## src/rtl/ltmr_pkg.sv

```systemverilog
package ltmr_pkg;
  typedef enum logic [2:0] {
    SEL_LIMIT = 3'd0,
    SEL_COUNT = 3'd1,
    SEL_KEEP  = 3'd2,
    SEL_STAT  = 3'd3,
    SEL_MODE  = 3'd4,
    SEL_NONE  = 3'd7
  } regSel_e;

  typedef struct packed {
    logic limitRst;
    logic limitKeep;
    logic limitAck;
    logic modeWr;
  } ctlStrobe_t;
endpackage

```

## src/rtl/ltmrCtrl.sv

```systemverilog
module ltmrCtrl
  import ltmr_pkg::*;
#(
  parameter int ADDR_W = 5
) (
  input  logic [ADDR_W-1:0] busAddr,
  input  logic              busWrEn,
  input  logic              busRdEn,
  output ctlStrobe_t        strobes,
  output regSel_e           rdSel
);
  localparam int IDX_W = ADDR_W - 2;

  logic [IDX_W-1:0] wordIdx;
  logic             aligned;

  assign wordIdx = busAddr[ADDR_W-1:2];
  assign aligned = (busAddr[1:0] == 2'b00);

  always_comb begin
    strobes = '0;
    rdSel   = SEL_NONE;
    if (aligned) begin
      case (int'(wordIdx))
        0: begin
          strobes.limitRst = busWrEn;
          strobes.limitAck = busRdEn;
          if (busRdEn) rdSel = SEL_LIMIT;
        end
        1: if (busRdEn) rdSel = SEL_COUNT;
        2: begin
          strobes.limitKeep = busWrEn;
          if (busRdEn) rdSel = SEL_KEEP;
        end
        3: if (busRdEn) rdSel = SEL_STAT;
        4: begin
          strobes.modeWr = busWrEn;
          if (busRdEn) rdSel = SEL_MODE;
        end
        default: rdSel = SEL_NONE;
      endcase
    end
  end
endmodule

```

## src/rtl/ltmrDatapath.sv

```systemverilog
module ltmrDatapath
  import ltmr_pkg::*;
#(
  parameter int CNT_W   = 22,
  parameter int CNT_LSB = 9,
  parameter int MODE_W  = 16,
  localparam int DATA_W = CNT_W + CNT_LSB + 1
) (
  input  logic              clk,
  input  logic              rstN,
  input  logic              tick,
  input  ctlStrobe_t        strobes,
  input  regSel_e           rdSel,
  input  logic [DATA_W-1:0] wrData,
  output logic [DATA_W-1:0] rdData,
  output logic              irq,
  output logic [CNT_W-1:0]  limitField,
  output logic [CNT_W-1:0]  countField,
  output logic              reachedFlag
);
  logic [CNT_W-1:0]  limitQ, countQ, countNext;
  logic [MODE_W-1:0] modeQ;
  logic              reachedQ, irqQ;
  logic              limitZero, matchHit;

  assign countNext = countQ + 1'b1;
  assign limitZero = (limitQ == '0);
  assign matchHit  = tick && !limitZero && (countNext == limitQ) && !strobes.limitRst;

  always_ff @(posedge clk) begin
    if (!rstN) begin
      limitQ   <= '0;
      countQ   <= '0;
      reachedQ <= 1'b0;
      irqQ     <= 1'b0;
      modeQ    <= '0;
    end else begin
      if (strobes.limitRst || strobes.limitKeep)
        limitQ <= wrData[CNT_LSB +: CNT_W];

      if (strobes.limitRst)       countQ <= '0;
      else if (matchHit)          countQ <= '0;
      else if (tick)              countQ <= countNext;

      if (matchHit)               reachedQ <= 1'b1;
      else if (strobes.limitAck)  reachedQ <= 1'b0;

      if (matchHit)               irqQ <= 1'b1;
      else if (strobes.limitAck || strobes.limitRst) irqQ <= 1'b0;

      if (strobes.modeWr)         modeQ <= wrData[MODE_W-1:0];
    end
  end

  always_comb begin
    case (rdSel)
      SEL_LIMIT: rdData = {1'b0, limitQ, {CNT_LSB{1'b0}}};
      SEL_COUNT: rdData = {reachedQ, countQ, {CNT_LSB{1'b0}}};
      SEL_MODE:  rdData = DATA_W'(modeQ);
      default:   rdData = '0;
    endcase
  end

  assign irq         = irqQ;
  assign limitField  = limitQ;
  assign countField  = countQ;
  assign reachedFlag = reachedQ;
endmodule

```

## src/rtl/ltmrTop.sv

```systemverilog
module ltmrTop
  import ltmr_pkg::*;
#(
  parameter int ADDR_W  = 5,
  parameter int CNT_W   = 22,
  parameter int CNT_LSB = 9,
  parameter int MODE_W  = 16,
  localparam int DATA_W = CNT_W + CNT_LSB + 1
) (
  input  logic              clk,
  input  logic              rstN,
  input  logic              tick,
  input  logic [ADDR_W-1:0] busAddr,
  input  logic              busWrEn,
  input  logic              busRdEn,
  input  logic [DATA_W-1:0] busWrData,
  output logic [DATA_W-1:0] busRdData,
  output logic              irq
);
  ctlStrobe_t       strobes;
  regSel_e          rdSel;
  logic [CNT_W-1:0] limitField, countField;
  logic             reachedFlag;

  ltmrCtrl #(.ADDR_W(ADDR_W)) uCtrl (
    .busAddr (busAddr),
    .busWrEn (busWrEn),
    .busRdEn (busRdEn),
    .strobes (strobes),
    .rdSel   (rdSel)
  );

  ltmrDatapath #(.CNT_W(CNT_W), .CNT_LSB(CNT_LSB), .MODE_W(MODE_W)) uData (
    .clk         (clk),
    .rstN        (rstN),
    .tick        (tick),
    .strobes     (strobes),
    .rdSel       (rdSel),
    .wrData      (busWrData),
    .rdData      (busRdData),
    .irq         (irq),
    .limitField  (limitField),
    .countField  (countField),
    .reachedFlag (reachedFlag)
  );
endmodule

```

## config.mk

```make
export PLATFORM = sky130hd
export DESIGN_NAME = ltmrTop
export DESIGN_NICKNAME = d
export VERILOG_FILES = /design/src/rtl/ltmr_pkg.sv /design/src/rtl/ltmrCtrl.sv /design/src/rtl/ltmrDatapath.sv /design/src/rtl/ltmrTop.sv
export SDC_FILE = /design/constraint.sdc
export NUM_CORES = 1
export LEC_CHECK = 0
export CAP_MARGIN = 15
export CORE_MARGIN = 1.5
export CORE_UTILIZATION = 45
export DETAILED_ROUTE_END_ITERATION = 7
export DONT_BUFFER_PORTS = 1
export PLACE_DENSITY = 0.7
export SLEW_MARGIN = 25
export SYNTH_ARGS = -nofsm -noshare
export SYNTH_HDL_FRONTEND = slang
export SYNTH_SLANG_ARGS = --single-unit
export TNS_END_PERCENT = 10
```

## constraint.sdc

```tcl
create_clock -name clk -period 8.8 [get_ports clk]
set_input_delay 0.88 -clock clk [delete_from_list [all_inputs] [get_ports clk]]
set_output_delay 0.88 -clock clk [all_outputs]
set_load 0.05 [all_outputs]
```

==> impl_metrics.ini <==
[yosys]
synth.largest_area_cell = dfxtp_1
synth_flop_cell = dfxtp_1
synth_area_leaders = dfxtp_1 33%, xnor2_1 6.7%, nand2_1 5.8%, mux2i_1 5.0%, xor2_1 4.6%
synth_cells = 441
ys_ff_latch = 62
syn_area_per_cell_um2 = 8.65
seq_area_frac_synth = 0.325
async_reset_ff_frac = 0
syn_nets = 484
syn-cell-area_mm2 = 0.00381
synthDistinctLibCells = 55
yosys_warnings = 0
synth_top_cell_area_share = 0.325
synth-edff-count = 0

[clock_tree]
cts_tree = done
h-tree-depth = 3
cts_resized = 0
holdBufCountCts = 0
clkLatencyLatePin_ps = 350
clock-sinks = 62
cts_setup_buffers = 0
clock_path_buffers = 2
clk_pin_slew_ps = 80
cts_buffers = 9
clockRootBuffer = clkbuf_8

[sta]
grt_setup_unrepaired = no
finalCritPeriodShare = 0.428
finClkSkew_ps = 11.7
clock.fmax_mhz = 266
slew_headroom = 0.313
min_period_ps = 3760
finalSetupViolCount = 0
setup_ws_ps = 5040
finalMaxSlewViolations = 0
fin_tns_setup_ps = 0
tightestPinTransition_ps = 1030
hold_violations = 0

[power]
vdd.ir_drop.worst_uv = 89.1
p_per_area_mw_per_mm2 = 155
p_leak_nw = 1.43

[finish]
layout-drive-gt1-share = 0.124
fillCellCount = 778
antenna_cells = 0
area_growth_syn_to_layout_pct = 2.49
nets = 458
utilization = 0.476

[placement]
io_buffer_count = 0
gp_congestion = 0.891
place_hpwl_um = 6560
place_ws_ps = 5020

[grt]
grt_pass1_wl_um = 14200
overflow = 0
first_global_vias = 2913
track_usage = 0.206
grt_max_degree = 42
antenna_found_initial = 0

[setup_path]
crit_type = reg2reg
start_kind = register
path_max_fanout = 14
cp.required_ps = 9040
path_cells = ha_1 > nand3_2 > or4_1 > or4_1 > a211oi_1 > nand4_1 > o31ai_4 > buf_4 > nor2_2
slowest_delay_ps = 620
crit_arrival_ps = 4000
path_delay_family = simple AND/OR/NAND/NOR gates
critPathCaptureType = register
critPathMostFrequentCell = or4_1
crit_slowest_cell = or4_1
cp.buffers_inverters = 1

[run]
max-cap-violations = 0

[floorplan]
ios = 75
initial_core_util = 0.464
core_mm2 = 0.00822
rows = 33
dieArea_mm2 = 0.00904
die_x_um = 95.1
die_height_um = 95.1

[drt]
drtIter0Drc = 278
viasPerCell = 5.97
antenna_left = 0
via_count = 3132
wl_um = 9010
remaining_drc_errors = 0
drt-wirelength-per-cell_um = 17.2
dr.pass1.iters = 6

[worst_hold_path]
min_path_type = reg2reg

[outcome]
status = completed
logic make-up after synthesis:
group | after synthesis | share of synthesized area
fa+ha+maj | 1 | 0.00328
mux | 19 | 0.0499
compound gates | 65 | 0.140
simple gates | 195 | 0.281
xor+xnor | 49 | 0.113
flops | 62 | 0.325
buf+inv | 50 | 0.0876
worst min-delay path: cells and delay by family, from the launching register on:
family / cells / cell delay (ps)
compound gates: 1 / 70
flops: 1 / 330
simple gates: 1 / 70
flip-flops by register name (all words and copies together) (netlist names):
register	cells
uData.irq	1
uData.reachedFlag	1
uData.modeQ	16
uData.limitField	22
uData.countField	22
power breakdown:
part           switching (mW)  internal (mW)
registers             0.00558          0.284
logic                  0.0134         0.0125
clock network           0.127          0.164
total                   0.146          0.460
worst paths after layout:
check	from	end	slack, ps	cells past startpoint
max	uData.countField[0]	uData.countField[9]	5040	9
min	uData.reachedFlag	uData.reachedFlag	510	2
max reg2reg	uData.countField[0]	uData.countField[9]	5040	9
min reg2reg	uData.reachedFlag	uData.reachedFlag	510	2
final cells by class:
type / instances / area, um^2 / area share
Timing Repair Buffer: 4 / 30.0 / 0.00768
Sequential cell: 62 / 1240 / 0.318
Multi-Input combinational cell: 329 / 2240 / 0.574
Tap cell: 105 / 131 / 0.0336
Inverter: 9 / 33.8 / 0.00864
Clock buffer: 9 / 124 / 0.0317
Clock inverter: 7 / 105 / 0.0269
synthesized netlist by cell type, drive strengths merged, types with 7 or more instances:
cell	number
dfxtp	62
a21boi	24
nor2b	17
xor2	20
xnor2	29
nand2	60
a22o	15
nor4	10
nor2	34
mux2i	19
nand4	18
a222oi	8
buf	13
and2	13
clkbuf	28
nand3	13
nor3	7
inv	9
cells in the final DEF (no fill, tap or decap), types with 2 or more instances in the layout:
master / instances
dfxtp_1: 62
nand2_1: 59
xnor2_1: 29
a21boi_0: 22
xor2_1: 20
nor2_2: 20
mux2i_1: 19
nor2b_1: 17
nand4_1: 16
nor2_1: 14
a22o_1: 14
and2_1: 12
nand3_1: 12
nor4_1: 10
inv_1: 9
clkbuf_8: 9
a222oi_1: 8
nor3_1: 6
and4_1: 5
buf_4: 4
nand3b_1: 3
a31oi_1: 3
or4_1: 3
or3_1: 3
nand2b_1: 2
and3_1: 2
o21ai_0: 2
a22oi_1: 2
a21boi_1: 2
bufinv_16: 2
inv_6: 2
layer usage:
layer	vias to the layer above	global-route usage	part of all wire
met5	-	0	0
met4	0	0.0896	0.018
met3	15	0.0678	0.069
met2	141	0.320	0.47
met1	1490	0.260	0.44
li1	1486	-	-
metrics by stage:
step,instances,cell area [um^2],total power [mW],hold WS (ps)
global route,525,3910,0.625,539
global placement,509,3680,0.321,456
detailed placement,509,3680,0.322,473
CTS,525,3910,0.611,516
finish,525,3910,0.606,514
floorplan,441,3810,0.319,445
(Power assumes the default switching activity.)
